### src/rtl/cc_enc_pkg.sv
package cc_enc_pkg;

  localparam int RUNIN_SLOTS = 14;
  localparam int TOTAL_SLOTS = 52;
  localparam int SLOT_W      = 6;
  localparam int PAIR_W      = 16;
  localparam logic [7:0] NULL_CODE = 8'h80;

  typedef enum logic {SVC_CAP = 1'b0, SVC_EXT = 1'b1} svc_e;

  // Level of one half-bit slot: run-in, start bits, then data LSB first.
  function automatic logic slot_bit(input logic [SLOT_W-1:0] slot,
                                    input logic [PAIR_W-1:0] word);
    logic [4:0] bitno;
    logic [3:0] di;
    bitno = slot[SLOT_W-1:1];
    di    = 4'(bitno - 5'd10);
    if (slot < SLOT_W'(RUNIN_SLOTS)) return ~slot[0];
    else if (bitno < 5'd9)           return 1'b0;
    else if (bitno == 5'd9)          return 1'b1;
    else                             return word[di];
  endfunction

endpackage

### src/rtl/cc_host_regs.sv
module cc_host_regs #(
  parameter int BYTE_W = 8,
  localparam int NSVC  = 2
) (
  input  logic              clk,
  input  logic              rst,
  input  logic              wr_en,
  input  logic [1:0]        wr_addr,
  input  logic [BYTE_W-1:0] wr_data,
  input  logic              load,
  input  logic              load_svc,
  input  logic              done,
  input  logic              done_svc,
  output logic [2*BYTE_W-1:0] pair_word,
  output logic [NSVC-1:0]   rdy
);
  import cc_enc_pkg::*;

  logic [BYTE_W-1:0] mem [4];
  logic [NSVC-1:0]   pend;
  logic              hi_wr;

  assign hi_wr = wr_en & wr_addr[0];

  // plain storage without reset so it maps to small RAM
  always_ff @(posedge clk) begin
    if (wr_en) mem[wr_addr] <= wr_data;
  end

  for (genvar s = 0; s < NSVC; s++) begin : g_svc
    always_ff @(posedge clk) begin
      if (rst) begin
        pend[s] <= 1'b0;
        rdy[s]  <= 1'b1;
      end else if (hi_wr && wr_addr[1] == 1'(s)) begin
        pend[s] <= 1'b1;
        rdy[s]  <= 1'b0;
      end else begin
        if (load && load_svc == 1'(s)) pend[s] <= 1'b0;
        if (done && done_svc == 1'(s) && !pend[s]) rdy[s] <= 1'b1;
      end
    end
  end

  always_comb begin
    if (pend[load_svc])
      pair_word = {mem[{load_svc, 1'b1}], mem[{load_svc, 1'b0}]};
    else
      pair_word = {BYTE_W'(NULL_CODE), BYTE_W'(NULL_CODE)};
  end

endmodule

### src/rtl/cc_bit_clock.sv
module cc_bit_clock #(
  parameter int ACC_W   = 16,
  parameter int INC     = 2445,
  parameter int NSLOT   = 52,
  localparam int SLOT_W = $clog2(NSLOT)
) (
  input  logic              clk,
  input  logic              rst,
  input  logic              start,
  output logic              running,
  output logic [SLOT_W-1:0] slot,
  output logic              done
);
  logic [ACC_W-1:0] acc;
  logic [ACC_W:0]   sum;

  assign sum = {1'b0, acc} + (ACC_W+1)'(INC);

  always_ff @(posedge clk) begin
    if (rst) begin
      running <= 1'b0;
      acc     <= '0;
      slot    <= '0;
      done    <= 1'b0;
    end else begin
      done <= 1'b0;
      if (start) begin
        running <= 1'b1;
        acc     <= '0;
        slot    <= '0;
      end else if (running) begin
        acc <= sum[ACC_W-1:0];
        if (sum[ACC_W]) begin
          if (slot == SLOT_W'(NSLOT-1)) begin
            running <= 1'b0;
            done    <= 1'b1;
          end else begin
            slot <= slot + 1'b1;
          end
        end
      end
    end
  end

endmodule

### src/rtl/cc_wave_gen.sv
module cc_wave_gen #(
  parameter int LEVEL_W = 8,
  parameter int PAIR_W  = 16,
  parameter int SLOT_W  = 6
) (
  input  logic               clk,
  input  logic               rst,
  input  logic               load,
  input  logic [PAIR_W-1:0]  word_in,
  input  logic               running,
  input  logic [SLOT_W-1:0]  slot,
  input  logic [LEVEL_W-1:0] hi_level,
  output logic [LEVEL_W-1:0] level_out
);
  import cc_enc_pkg::*;

  logic [PAIR_W-1:0] word_q;

  always_ff @(posedge clk) begin
    if (rst) begin
      word_q    <= '0;
      level_out <= '0;
    end else begin
      if (load) word_q <= word_in;
      level_out <= (running && slot_bit(slot, word_q)) ? hi_level : '0;
    end
  end

endmodule

### src/rtl/cc_line_encoder.sv
module cc_line_encoder #(
  parameter int LINE_W      = 10,
  parameter int HPOS_W      = 11,
  parameter int LEVEL_W     = 8,
  parameter int START_POS   = 284,
  parameter int CAP_LINE    = 21,
  parameter int EXT_LINE_A  = 284,
  parameter int EXT_LINE_B  = 334,
  parameter int ACC_W       = 16,
  parameter int SLOT_INC    = 2445
) (
  input  logic               clk,
  input  logic               rst,
  input  logic               wr_en,
  input  logic [1:0]         wr_addr,
  input  logic [7:0]         wr_data,
  input  logic               cap_en,
  input  logic               ext_en,
  input  logic               std_625,
  input  logic [LINE_W-1:0]  line_num,
  input  logic [HPOS_W-1:0]  hpos,
  input  logic [LEVEL_W-1:0] hi_level,
  output logic [LEVEL_W-1:0] level_out,
  output logic               cap_ready,
  output logic               ext_ready
);
  import cc_enc_pkg::*;

  localparam int BYTE_W = PAIR_W / 2;

  logic [LINE_W-1:0] ext_line;
  logic              cap_hit, ext_hit, start;
  logic              running, done;
  logic [SLOT_W-1:0] slot;
  logic [PAIR_W-1:0] pair_word;
  logic [1:0]        rdy;
  svc_e              cur_svc;
  svc_e              new_svc;

  assign ext_line = std_625 ? LINE_W'(EXT_LINE_B) : LINE_W'(EXT_LINE_A);
  assign cap_hit  = cap_en && (line_num == LINE_W'(CAP_LINE));
  assign ext_hit  = ext_en && (line_num == ext_line);
  assign start    = !running && (hpos == HPOS_W'(START_POS)) && (cap_hit || ext_hit);
  assign new_svc  = ext_hit ? SVC_EXT : SVC_CAP;

  always_ff @(posedge clk) begin
    if (rst)        cur_svc <= SVC_CAP;
    else if (start) cur_svc <= new_svc;
  end

  cc_host_regs #(.BYTE_W(BYTE_W)) u_regs (
    .clk(clk), .rst(rst),
    .wr_en(wr_en), .wr_addr(wr_addr), .wr_data(wr_data),
    .load(start), .load_svc(new_svc),
    .done(done), .done_svc(cur_svc),
    .pair_word(pair_word), .rdy(rdy)
  );

  cc_bit_clock #(.ACC_W(ACC_W), .INC(SLOT_INC), .NSLOT(TOTAL_SLOTS)) u_clk (
    .clk(clk), .rst(rst), .start(start),
    .running(running), .slot(slot), .done(done)
  );

  cc_wave_gen #(.LEVEL_W(LEVEL_W), .PAIR_W(PAIR_W), .SLOT_W(SLOT_W)) u_wave (
    .clk(clk), .rst(rst), .load(start), .word_in(pair_word),
    .running(running), .slot(slot), .hi_level(hi_level),
    .level_out(level_out)
  );

  assign cap_ready = rdy[SVC_CAP];
  assign ext_ready = rdy[SVC_EXT];

endmodule

### config.mk
export PLATFORM = sky130hd
export DESIGN_NAME = cc_line_encoder
export DESIGN_NICKNAME = d
export VERILOG_FILES = /design/src/rtl/cc_enc_pkg.sv /design/src/rtl/cc_host_regs.sv /design/src/rtl/cc_bit_clock.sv /design/src/rtl/cc_wave_gen.sv /design/src/rtl/cc_line_encoder.sv
export SDC_FILE = /design/constraint.sdc
export NUM_CORES = 1
export LEC_CHECK = 0
export CORE_ASPECT_RATIO = 0.6
export CORE_MARGIN = 5
export CORE_UTILIZATION = 48
export DETAILED_ROUTE_END_ITERATION = 8
export GPL_TIMING_DRIVEN = 0
export PLACE_DENSITY = 0.83
export SYNTH_ARGS = -nofsm -noshare
export SYNTH_HDL_FRONTEND = slang
export SYNTH_SLANG_ARGS = --single-unit
### constraint.sdc
create_clock -name clk -period 2 [get_ports clk]
set_clock_uncertainty 0.1 [all_clocks]
set_input_delay 0.4 -clock clk [delete_from_list [all_inputs] [get_ports clk]]
set_output_delay 0.4 -clock clk [all_outputs]
set_load 0.05 [all_outputs]
# Word-level counts from Yosys, hierarchy flattened
# Memories as Yosys holds them, arrays and structs flattened.
# Index checks and enable logic that the tools add are counted.
[op_classes]
n_reduce_logical = 25
mux = 26
addsub = 3
bitwise_logic = 9
eq_ne = 5
magnitude_cmp = 4
[op_table]
columns = ["cell", "n"]
rows = [
  ["$mux W1", 23],
  ["$add A16 B12 Y17 const B", 1],
  ["$mux W16", 1],
  ["$logic_and A1 B1 Y1", 13],
  ["$eq A11 B9 Y1 const B", 1],
  ["$eq A10 B5 Y1 const B", 1],
  ["$eq A10 B9 Y1", 1],
  ["$not A1 Y1", 8],
  ["$reduce_bool A2 Y1", 4],
  ["$mux W7", 1],
  ["$add A6 B1 Y6 const B", 1],
  ["$eq A6 B6 Y1 const B", 1],
  ["$lt A6 B4 Y1 const B", 1],
  ["$eq A5 B4 Y1 const B", 1],
  ["$lt A4 B5 Y1 const B", 1],
  ["$lt A5 B4 Y1 const B", 1],
  ["$bmux W1 S4", 1],
  ["$reduce_or A2 Y1", 2],
  ["$reduce_or A4 Y1", 1],
  ["$sub A4 B4 Y4 const B", 1],
  ["$logic_not A1 Y1", 3],
  ["$reduce_and A3 Y1", 1],
  ["$lt A1 B2 Y1 const B", 1],
  ["$and A1 B1 Y1", 1],
  ["$logic_or A1 B1 Y1", 1],
]
[word_totals]
memories = 1
ff_bits = 53
in_bits = 45
ramBits = 32
elab_cells = 84
out_inout_bits = 10
[memory_table]
columns = ["name", "depth", "width", "read_ports", "rd_clocked_by_memory_dff", "write_ports", "line", "rtl"]
rows = [
  ["u_regs.mem", 4, 8, 2, 0, 1, "cc_host_regs.sv:19", "logic [BYTE_W-1:0] mem [4];"],
]

# Depth between registers and ports, before layout
# Gate-level depths: netlist of run 1.
[depth]
depth_word = 10
mapped_depth = 8
ltp_nobuf = 7

# Cells and area by module
# Synthesis of run 1 repeated with hierarchy kept, for this count alone.
[hier_totals]
cells_unflattened = 341
area_unflattened_um2 = 3849.9
[by_module_without_submodules]
columns = ["module", "area_each_um2", "seq_area_each_um2", "cells_per_inst", "n_inst"]
rows = [
  ["cc_host_regs", 1420.1, 1041.0, 91, 1],
  ["cc_bit_clock", 1164.9, 480.5, 136, 1],
  ["cc_wave_gen", 1057.3, 480.5, 96, 1],
  ["cc_line_encoder", 207.7, 20.0, 18, 1],
]

# Least setup slack after synthesis of run 1
# Ideal clock, no wire load.
[synth_path]
path_kind = "input port to flip-flop"
startpoint = "input line_num[5]"
endpoint = "register u_clk.acc[0]"
required_ps = 1785
arrival_ps = 1918
n_path_buf = 3
setup_slack_ps = -132
path_stages = 8
setup_ps = 115
path_cell_list = "or4b_4 a211o_1 buf_6 a21oi_4 or2_1 buf_2 buf_6 nor2_1"
[synth_between]
elab_chain_cells = 5
elab_cells_between_ends = 7
classes_between = "2 x eq/ne; 5 x reduce/logical"
[synth_lines]
columns = ["item", "line", "rtl"]
rows = [
  ["start, declared", "cc_line_encoder.sv:20", "input logic [LINE_W-1:0] line_num,"],
  ["$eq A10 B5 Y1 / $eq A10 B9 Y1 (equally long branches)", "cc_line_encoder.sv:41, cc_line_encoder.sv:42", ""],
  ["$logic_and A1 B1 Y1, on equally long branches", "cc_line_encoder.sv:41, cc_line_encoder.sv:42", ""],
  ["$logic_or A1 B1 Y1 *", "cc_line_encoder.sv:43", "assign start = !running && (hpos == HPOS_W'(START_POS)) && (cap_hit || ext_hit);"],
  ["$logic_and A1 B1 Y1 *", "cc_line_encoder.sv:43", ""],
  ["$reduce_or A2 Y1 (no source line) *", "--", ""],
  ["end signal, assigned", "cc_bit_clock.sv:32", "acc <= sum[ACC_W-1:0];"],
  ["end, declared", "cc_bit_clock.sv:14", "logic [ACC_W-1:0] acc;"],
]
# Every way passes the cells marked *; elsewhere a longest branch is shown, timed or not.
# A chain may end at the register's enable or synchronous reset.

# Worst setup path in the final report of run 1
[layout_path]
startpoint = "register u_clk.slot[1]"
endpoint = "register u_wave.level_out[0]"
[layout_between]
elab_chain_cells = 10
elab_cells_between_ends = 13
classes_between = "1 x add/sub; 2 x order compare; 1 x eq/ne; 6 x mux; 1 x bitwise; 2 x reduce/logical"
[layout_lines]
columns = ["item", "line", "rtl"]
rows = [
  ["start, declared", "cc_bit_clock.sv:11", "output logic [SLOT_W-1:0] slot,"],
  ["start signal, assigned", "cc_bit_clock.sv:38", "slot <= slot + 1'b1;"],
  ["$sub A4 B4 Y4", "cc_enc_pkg.sv:17", "di = 4'(bitno - 5'd10);"],
  ["$bmux W1 S4", "cc_enc_pkg.sv:21", "else return word[di];"],
  ["$mux W1 (not written as such)", "cc_enc_pkg.sv:21", ""],
  ["$mux W1", "cc_enc_pkg.sv:20", "else if (bitno == 5'd9) return 1'b1;"],
  ["$mux W1", "cc_enc_pkg.sv:19", "else if (bitno < 5'd9) return 1'b0;"],
  ["$mux W1 *", "cc_enc_pkg.sv:18", "if (slot < SLOT_W'(RUNIN_SLOTS)) return ~slot[0];"],
  ["$mux W1 *", "cc_wave_gen.sv:20", "if (rst) begin"],
  ["$logic_and A1 B1 Y1 *", "cc_wave_gen.sv:25", "level_out <= (running && slot_bit(slot, word_q)) ? hi_level : '0;"],
  ["$not A1 Y1 (no source line) *", "--", ""],
  ["$reduce_or A2 Y1 (no source line) *", "--", ""],
  ["end signal, assigned", "cc_wave_gen.sv:25", ""],
  ["end, declared", "cc_wave_gen.sv:13", "output logic [LEVEL_W-1:0] level_out"],
]
# Every way passes the cells marked *; elsewhere a longest branch is shown, timed or not. The select of a mux whose other input is x is not followed.

==> results.sh, run 1 <==
export IMPL_clock_sink_count=85
export IMPL_fin_nets=423
export IMPL_firstDrtPassIters=5
export IMPL_p_per_area_nw_per_um2=777
export IMPL_cts_buffer_depth=2
export IMPL_status="finished with violations"
export IMPL_row_count=24
export IMPL_grt_max_degree=15
export IMPL_path_class="flop to flop"
export IMPL_max_slew_margin_pct=31.9
export IMPL_grt_pass1_vias=2762
export IMPL_dieArea_um2=9240
export IMPL_drive_gt1_share_pct=22.0
export IMPL_cp_data_arrival_time_ps=2240
export IMPL_finalSetupViolCount=8
export IMPL_netlist_instances=294
export IMPL_worst_r2r_cell_count=6
export IMPL_postCtsHoldBufs=0
export IMPL_min_path_cells=1
export IMPL_initial_core_util_pct=49.1
export IMPL_cp_num_buf_inv=1
export IMPL_vias=2641
export IMPL_drv_cap=0
export IMPL_dp_hpwl_um=5340
export IMPL_grt_pass1_wl_um=13800
export IMPL_ant_nets=0
export IMPL_synth_async_reset_ratio_pct=0
export IMPL_hold_end="u_wave.word_q[8]$_SDFFE_PP0P_"
export IMPL_antennaDiodeCount=0
export IMPL_htreeDepth=3
export IMPL_avgSynthCellArea_um2=12.0
export IMPL_clock_fmax_mhz=475
export IMPL_wl_per_cell_um=18.0
export IMPL_r2r_setup_slack_ps=-110
export IMPL_fin_area_um2=4800
export IMPL_synth_warnings=0
export IMPL_cts_root_buffer="clkbuf_16"
export IMPL_first_iter_violations=170
export IMPL_vdd_drop_max_uv=612
export IMPL_cp_max_fo=8
export IMPL_crit_required_ps=2130
export IMPL_cpLargestDelayFamily="multiplexers"
export IMPL_gp_congestion=0.837
export IMPL_cts_reportedPaths_clkPinSlew_ps=60
export IMPL_reg2reg_from="u_clk.slot[1]$_SDFFE_PP0P_"
export IMPL_dpl_cell_area_um2=4220
export IMPL_layout_min_cycle_time_ps=2110
export IMPL_cts_tree="built"
export IMPL_antenna_found_initial=0
export IMPL_crit_chain="buf_8, mux4_2, mux4_2, o21ba_4, nor4_4, and2_1"
export IMPL_synth_top_flop_cell="dfxtp_1"
export IMPL_final_max_slew_viol_count=0
export IMPL_io_pins=55
export IMPL_critPathCaptureType="flop"
export IMPL_syn_nets=344
export IMPL_via_per_inst=5.63
export IMPL_ys_seq_area_share_pct=57.1
export IMPL_postLayoutCoreUtil_pct=66.6
export IMPL_grt_overflow_total=0
export IMPL_core_region_area_um2=7210
export IMPL_area_growth_pct=35.7
export IMPL_die_x_um=121
export IMPL_timing_rr_end="u_wave.level_out[0]$_SDFF_PP0_"
export IMPL_cpMaxStageDelayCell="mux4_2"
export IMPL_syn_area_um2=3540
export IMPL_leakage_uw=0.00187
export IMPL_io_buffers=54
export IMPL_min_path_type="flop to flop"
export IMPL_cts_made_buffers=9
export IMPL_ys_ff_latch=85
export IMPL_period_share_pct=105
export IMPL_fin_ws_ps=-106
export IMPL_rsz0062_at_grt="yes"
export IMPL_grt_use_total_pct=19.2
export IMPL_hold_viol_final=0
export IMPL_totalWireLength_um=8460
export IMPL_cpMostUsedCell="mux4_2"
export IMPL_dp_slack_ps=-698
export IMPL_yosys_cell_types_count=50
export IMPL_holdCritStartpoint="u_wave.word_q[8]$_SDFFE_PP0P_"
export IMPL_worst_pin_slew_ps=1020
export IMPL_die_h_um=76.5
export IMPL_critPathLaunch="u_clk.slot[1]$_SDFFE_PP0P_"
export IMPL_clkLatencyLatePin_ps=340
export IMPL_synth_edf_count=32
export IMPL_slowest_delay_ps=490
export IMPL_post_route_drc_count=0
export IMPL_cp_start_kind="flop"
export IMPL_power_uw=3730
export IMPL_failed_checks="negative setup slack"
[what timing repair did]
item                                    in CTS  in global routing
endpoints found under the setup margin      60                 50
cloned                                       2                  0
gates resized for setup                     53                 30
pin swaps                                   10                  4
buffers inserted                            14                  2
[cells in the mapped netlist, types with 3 or more instances]
| cell | count | area (µm²) |
|---|---|---|
| nor3_1 | 6 | 30.0 |
| buf_2 | 4 | 20.0 |
| edfxtp_1 | 32 | 961 |
| mux2i_1 | 18 | 180 |
| and2_1 | 9 | 56.3 |
| o21ai_0 | 3 | 15.0 |
| mux4_2 | 5 | 113 |
| nand4b_1 | 3 | 26.3 |
| clkbuf_1 | 3 | 11.3 |
| nand3_1 | 9 | 45.0 |
| xnor2_1 | 6 | 52.6 |
| inv_1 | 5 | 18.8 |
| dfxtp_1 | 53 | 1060 |
| nor2_1 | 30 | 113 |
| xor2_1 | 14 | 123 |
| or3_1 | 5 | 31.3 |
| a21oi_1 | 12 | 60.1 |
| o2bb2ai_1 | 14 | 123 |
| nand4_1 | 6 | 37.5 |
| a211oi_1 | 3 | 22.5 |
| buf_6 | 3 | 33.8 |
| ha_1 | 5 | 62.6 |
| a31oi_1 | 4 | 25.0 |
| nand2_1 | 8 | 30.0 |
| o21bai_1 | 5 | 37.5 |
[layout make-up]
type / instances / area, µm²
plain buffers: 9 / 86.3
flip-flops and latches: 85 / 2030
fillers: 509 / 2400
clock buffers: 13 / 260
well taps: 91 / 114
inverters: 5 / 18.8
repair buffers: 70 / 672
clock inverters: 3 / 45.0
multi-input cells: 193 / 1580
[placed cells by master, fill, tap and decap left out, types with 6 or more instances in the layout]
cell type        Yosys  final
and2_1               9      9
clkdlybuf4s50_1      0     39
xor2_1              14     14
buf_6                3      9
a21oi_1             12     11
nor2_2               1      6
clkbuf_16            0      9
nand4_1              6      6
nand2_1              8      8
dfxtp_1             53     50
buf_4                1     12
edfxtp_1            32     32
nand3_1              9      7
nor2_1              30     24
o2bb2ai_1           14     14
mux2i_1             18     18
[stage by stage]
stage	setup TNS (ps)	instances	hold slack (ps)
detailed placement	-35320	439	346
global placement	-32970	439	342
global route	-1620	469	387
finish	-806	469	364
CTS	-865	471	363
floorplan	-3440	294	327
[cell families after synthesis]
kind of cell,synth area share (%)
AND/OR/NAND/NOR,14.8
adder cells (fa/ha/maj),1.77
buffers and inverters,2.58
AO/OA/AOI/OAI,10.5
flip-flops,57.1
XOR/XNOR,4.95
multiplexers,8.27
[worst max-delay path by stage]
stage                                endpoint  slack, ps  cells after the start
5_1_grt        u_wave.level_out[3]$_SDFF_PP0_       -180                      6
4_1_cts        u_wave.level_out[0]$_SDFF_PP0_       -110                      6
2_1_floorplan  u_wave.word_q[10]$_SDFFE_PP0P_       -110                      7
3_5_place_dp   u_wave.word_q[10]$_SDFFE_PP0P_       -700                      8
6_report       u_wave.level_out[0]$_SDFF_PP0_       -110                      6
3_3_place_gp    u_wave.word_q[4]$_SDFFE_PP0P_       -650                      8
[flip-flops by register name (all words and copies together), names as in the netlist]
| name | flops |
|---|---|
| u_clk.running | 1 |
| cur_svc | 1 |
| u_wave.level_out | 8 |
| u_regs.rdy | 2 |
| u_clk.done | 1 |
| u_regs.mem | 32 |
| u_wave.word_q | 16 |
| u_clk.slot | 6 |
| u_clk.acc | 16 |
| u_regs.pend | 2 |
[worst reg2reg max path: cells and delay by family, from the launching register on]
kind,cells,cell delay [ps]
muxes,2,960
DFF,1,340
AOI/OAI and AO/OA,1,250
and+or+nand+nor,2,230
buffers and inverters,1,120
[routing by layer]
layer	vias to the layer above	share of wire (%)	global-route usage [%]
li1	1249	-	-
met1	1280	44	24.5
met2	91	47	29.4
met3	21	6.5	7.72
met4	0	2.2	6.56
met5	-	0	0
[power breakdown]
group	switching, µW	leakage, µW	internal, µW	total, µW
registers	10.5	0.000723	1830	1840
clock network	653	0.000142	1040	1690
logic	86.9	0.00100	113	200
Power figures use the tool's default switching activity.
==> run 2: changes to the inputs <==
--- a/config.mk
+++ b/config.mk
@@ -11,6 +11,7 @@
 export DETAILED_ROUTE_END_ITERATION = 8
 export GPL_TIMING_DRIVEN = 0
 export PLACE_DENSITY = 0.83
+export SKIP_CTS_REPAIR_TIMING = 1
 export SYNTH_ARGS = -nofsm -noshare
 export SYNTH_HDL_FRONTEND = slang
 export SYNTH_SLANG_ARGS = --single-unit
==> results.sh, run 2 (same netlist as run 1, synthesis figures left out) <==
export IMPL_row_count=24
export IMPL_cp_max_fo=8
export IMPL_firstDrtPassIters=5
export IMPL_ant_nets=0
export IMPL_drv_cap=0
export IMPL_clock_fmax_mhz=467
export IMPL_dp_cells=439
export IMPL_die_h_um=76.5
export IMPL_cts_buffer_depth=2
export IMPL_cts_root_buffer="clkbuf_16"
export IMPL_io_buffers=54
export IMPL_fin_nets=424
export IMPL_worst_pin_slew_ps=986
export IMPL_totalWireLength_um=8670
export IMPL_dp_hpwl_um=5340
export IMPL_period_share_pct=107
export IMPL_hold_viol_final=0
export IMPL_vdd_drop_max_uv=607
export IMPL_n_fill_cell=481
export IMPL_fin_ws_ps=-141
export IMPL_clkLatencyLatePin_ps=340
export IMPL_path_class="flop to flop"
export IMPL_min_path_type="flop to flop"
export IMPL_via_per_inst=5.59
export IMPL_max_slew_margin_pct=34.1
export IMPL_multi_input_area_um2=1690
export IMPL_critPathCaptureType="flop"
export IMPL_clock_sink_count=85
export IMPL_register_area_um2=2030
export IMPL_cts_reportedPaths_clkPinSlew_ps=60
export IMPL_finalSetupViolCount=31
export IMPL_initial_core_util_pct=49.1
export IMPL_final_common_cell="dfxtp_1"
export IMPL_grt_pass1_wl_um=12300
export IMPL_core_region_area_um2=7210
export IMPL_crit_required_ps=2130
export IMPL_antenna_found_initial=0
export IMPL_grt_pass1_vias=2538
export IMPL_final_max_slew_viol_count=0
export IMPL_most_common_layout_cells="51 x dfxtp_1, 38 x clkdlybuf4s50_1, 32 x edfxtp_1"
export IMPL_grt_overflow_total=0
export IMPL_layout_min_cycle_time_ps=2140
export IMPL_vias=2626
export IMPL_p_per_area_nw_per_um2=749
export IMPL_htreeDepth=3
export IMPL_post_route_drc_count=0
export IMPL_status="finished with violations"
export IMPL_die_x_um=121
export IMPL_cp_start_kind="flop"
export IMPL_reg_largest_list="u_regs.mem x32, u_clk.acc x16, u_wave.word_q x16"
export IMPL_cts_made_buffers=9
export IMPL_dp_slack_ps=-698
export IMPL_dieArea_um2=9240
export IMPL_failed_checks="negative setup slack"
export IMPL_wl_per_cell_um=18.4
export IMPL_largest_reg_flops=32
export IMPL_io_pins=55
export IMPL_r2r_setup_slack_ps=-140
export IMPL_leakage_uw=0.00194
export IMPL_drive_gt1_share_pct=24.8
export IMPL_rsz0062_at_grt="yes"
export IMPL_antennaDiodeCount=0
export IMPL_grt_max_degree=15
export IMPL_cts_tree="built"
export IMPL_grt_use_total_pct=17.1
export IMPL_hold_ws_ps=365
export IMPL_regMostFlops="u_regs.mem"
export IMPL_power_uw=3740
export IMPL_layout_cells_non_filler=470
export IMPL_first_iter_violations=181
export IMPL_area_growth_pct=41.2
export IMPL_gp_congestion=0.837
export IMPL_cp_data_arrival_time_ps=2270
==> run 2: changes by cell type in the layout (fill, tap and decap cells not counted), moves of 3 or more <==
| cell | before | now |
|---|---|---|
| dlygate4sd2_1 | 3 | 0 |
| buf_2 | 5 | 1 |
| buf_4 | 12 | 9 |
| nor2_4 | 1 | 15 |
| clkbuf_2 | 0 | 4 |
| nor2_1 | 24 | 10 |
| dlymetal6s2s_1 | 4 | 11 |
| buf_6 | 9 | 6 |
==> run 2: final timing paths <==
check | from | endpoint | depth (start not counted)
hold reg to reg | u_wave.word_q[8]$_SDFFE_PP0P_ | u_wave.word_q[8]$_SDFFE_PP0P_ | 1
setup reg to reg | u_clk.slot[1]$_SDFFE_PP0P_ | u_wave.level_out[0]$_SDFF_PP0_ | 6
setup / recovery | u_clk.slot[1]$_SDFFE_PP0P_ | u_wave.level_out[0]$_SDFF_PP0_ | 6
hold / removal | u_wave.word_q[8]$_SDFFE_PP0P_ | u_wave.word_q[8]$_SDFFE_PP0P_ | 1
==> run 2: stage by stage <==
| stage | util, % | setup TNS, ps | area [µm²] |
|---|---|---|---|
| global route | 69.3 | -5000 | 5000 |
| finish | 69.3 | -2400 | 5000 |
| detailed placement | 58.6 | -35320 | 4220 |
| CTS | 62.8 | -15460 | 4530 |
| global placement | 58.6 | -32970 | 4220 |
| floorplan | - | -3440 | 3570 |
==> run 2: per-layer routing <==
| layer | GRT usage (%) | wire length (µm) | vias to the layer above |
|---|---|---|---|
| met5 | 0 | 0 | - |
| met4 | 7.01 | 165 | 0 |
| met3 | 6.31 | 478 | 17 |
| met2 | 25.3 | 4200 | 95 |
| met1 | 22.7 | 3820 | 1266 |
| li1 | - | - | 1248 |
==> run 2: final cells by class <==
class,count,share of cell area [%]
sequential,85,40.6
multi-input combinational,193,33.8
timing repair buffer,69,14.4
clock buffer,13,5.21
buffer,11,2.53
tap,91,2.28
clock inverter,3,0.902
inverter,5,0.376
==> run 2: worst max-delay path, stage by stage (launching register included) <==
cell	delay, ps
dfxtp_2	360
buf_8	140
mux4_2	490
mux4_2	470
o21ba_4	250
nor4_4	50
and2_1	170
==> run 2: power by group <==
group          internal [µW]  leakage (µW)  switching (µW)
Clock                   1040      0.000142             644
Sequential              1830      0.000723            10.1
Combinational            124       0.00107            96.6
==> run 3: changes to the inputs <==
==> constraint.sdc (replaced) <==
create_clock -name clk -period 2 [get_ports clk]
set_clock_uncertainty 0.1 [all_clocks]
set_input_delay 0.4 -clock clk [delete_from_list [all_inputs] [get_ports clk]]
set_output_delay 0.4 -clock clk [all_outputs]
set_load 0.01 [all_outputs]
==> results.sh, run 3 (same netlist as run 1, synthesis figures left out) <==
export IMPL_status="finished with violations"
export IMPL_failed_checks="negative setup slack"
export IMPL_r2r_setup_slack_ps=-130
export IMPL_die_x_um=121
export IMPL_hold_ws_ps=365
export IMPL_hold_viol_final=0
export IMPL_largest_reg_flops=32
export IMPL_wl_per_cell_um=17.9
export IMPL_fin_ws_ps=-131
export IMPL_grt_pass1_vias=2538
export IMPL_timing_rr_end="u_wave.level_out[0]$_SDFF_PP0_"
export IMPL_reg2reg_from="u_clk.slot[1]$_SDFFE_PP0P_"
export IMPL_cp_start_kind="flop"
export IMPL_grt_max_degree=15
export IMPL_pwr_share_seq_pct=49.3
export IMPL_area_growth_pct=40.9
export IMPL_regMostFlops="u_regs.mem"
export IMPL_dieArea_um2=9240
export IMPL_dp_hpwl_um=5340
export IMPL_row_count=24
export IMPL_drive_gt1_share_pct=24.8
export IMPL_first_iter_violations=154
export IMPL_slowest_delay_ps=490
export IMPL_cpMaxStageDelayCell="mux4_2"
export IMPL_p_int_uw=2990
export IMPL_clockPowerShare_pct=45.0
export IMPL_core_region_area_um2=7210
export IMPL_comb_power_share_pct=5.7
export IMPL_critPathCaptureType="flop"
export IMPL_dp_cells=439
export IMPL_grt_pass1_wl_um=12300
export IMPL_clock_fmax_mhz=469
export IMPL_max_slew_margin_pct=33.9
export IMPL_layout_min_cycle_time_ps=2130
export IMPL_grt_use_total_pct=17.1
export IMPL_cts_tree="built"
export IMPL_worst_pin_slew_ps=989
export IMPL_clkLatencyLatePin_ps=340
export IMPL_p_per_area_nw_per_um2=749
export IMPL_ant_nets=0
export IMPL_worst_r2r_cell_count=6
export IMPL_reg_largest_list="u_regs.mem x32, u_clk.acc x16, u_wave.word_q x16"
export IMPL_gp_congestion=0.837
export IMPL_power_uw=3740
export IMPL_leakage_uw=0.00190
export IMPL_setup_tns_ps=-2130
export IMPL_cts_made_buffers=9
export IMPL_fin_nets=424
export IMPL_initial_core_util_pct=49.1
export IMPL_via_per_inst=5.54
export IMPL_cts_buffer_depth=2
export IMPL_n_fill_cell=479
export IMPL_final_common_cell="dfxtp_1"
export IMPL_min_path_type="flop to flop"
export IMPL_vias=2603
export IMPL_finalSetupViolCount=31
export IMPL_totalWireLength_um=8430
export IMPL_firstDrtPassIters=4
export IMPL_antennaDiodeCount=0
export IMPL_vdd_drop_max_uv=605
export IMPL_layout_cells_non_filler=470
export IMPL_cts_reportedPaths_clkPinSlew_ps=60
export IMPL_clock_sink_count=85
export IMPL_final_max_slew_viol_count=0
export IMPL_crit_chain="buf_8, mux4_2, mux4_2, o21ba_4, nor4_4, and2_1"
export IMPL_die_h_um=76.5
export IMPL_rsz0062_at_grt="yes"
export IMPL_path_class="flop to flop"
export IMPL_critPathLaunch="u_clk.slot[1]$_SDFFE_PP0P_"
export IMPL_postLayoutCoreUtil_pct=69.2
export IMPL_io_buffers=54
export IMPL_post_route_drc_count=0
export IMPL_cp_max_fo=8
export IMPL_cpMostUsedCell="mux4_2"
export IMPL_htreeDepth=3
export IMPL_grt_overflow_total=0
export IMPL_antenna_found_initial=0
export IMPL_endpoint="u_wave.level_out[0]$_SDFF_PP0_"
export IMPL_cp_data_arrival_time_ps=2260
export IMPL_drv_cap=0
export IMPL_crit_required_ps=2130
export IMPL_io_pins=55
export IMPL_switching_share_pct=19.9
export IMPL_power_switching_uw=744
export IMPL_period_share_pct=107
export IMPL_cts_root_buffer="clkbuf_16"
export IMPL_most_common_layout_cells="51 x dfxtp_1, 42 x clkdlybuf4s50_1, 32 x edfxtp_1"
run 3: changes by cell type in the layout (fill, tap and decap cells not counted):
cell             delta
clkdlybuf4s50_1     +4
dlymetal6s2s_1      -4
run 3: worst min-delay path by stage:
| stage | startpoint | to | cells after the start |
|---|---|---|---|
| 2_1_floorplan | u_wave.word_q[0]$_SDFFE_PP0P_ | u_wave.word_q[0]$_SDFFE_PP0P_ | 1 |
| 3_3_place_gp | u_wave.word_q[3]$_SDFFE_PP0P_ | u_wave.word_q[3]$_SDFFE_PP0P_ | 1 |
| 3_5_place_dp | u_wave.word_q[8]$_SDFFE_PP0P_ | u_wave.word_q[8]$_SDFFE_PP0P_ | 1 |
| 4_1_cts | u_wave.word_q[8]$_SDFFE_PP0P_ | u_wave.word_q[8]$_SDFFE_PP0P_ | 1 |
| 5_1_grt | u_wave.word_q[1]$_SDFFE_PP0P_ | u_wave.word_q[1]$_SDFFE_PP0P_ | 1 |
| 6_report | u_wave.word_q[8]$_SDFFE_PP0P_ | u_wave.word_q[8]$_SDFFE_PP0P_ | 1 |
run 3: metal layers:
metal | track usage (%) | up-vias | part of all wire, %
met1 | 22.7 | 1254 | 44
met4 | 7.01 | 0 | 2.2
met2 | 25.3 | 83 | 47
li1 | - | 1248 | -
met5 | 0 | - | 0
met3 | 6.31 | 18 | 5.9
run 3: per-stage QoR:
| stage | area [µm²] | setup slack (ps) |
|---|---|---|
| 2_1_floorplan | 3570 | -111 |
| 3_3_place_gp | 4220 | -646 |
| 3_5_place_dp | 4220 | -698 |
| 4_1_cts | 4530 | -343 |
| 5_1_grt | 4990 | -217 |
| 6_report | 4990 | -131 |
run 3: power groups by stage:
stage | logic (µW) | clock network (µW) | registers, µW
floorplan | 53.8 | 0 | 1880
global placement | 165 | 0 | 1880
detailed placement | 171 | 0 | 1880
CTS | 172 | 1710 | 1840
global route | 228 | 1780 | 1850
finish | 214 | 1680 | 1840
run 3: cell type report:
cell class | count | area [µm²] | share of cell area [%]
flip-flops and latches | 85 | 2030 | 40.7
multi-input cells | 193 | 1690 | 33.8
repair buffers | 69 | 708 | 14.2
clock buffers | 13 | 260 | 5.22
plain buffers | 11 | 126 | 2.53
well taps | 91 | 114 | 2.28
clock inverters | 3 | 45.0 | 0.903
inverters | 5 | 18.8 | 0.376
run 3: worst max-delay path, delay by kind of cell, from the launching register on:
kind | cells | cell delay [ps]
multiplexers | 2 | 960
flip-flops | 1 | 350
AO/OA/AOI/OAI | 1 | 250
buffers and inverters | 1 | 140
AND/OR/NAND/NOR | 2 | 220
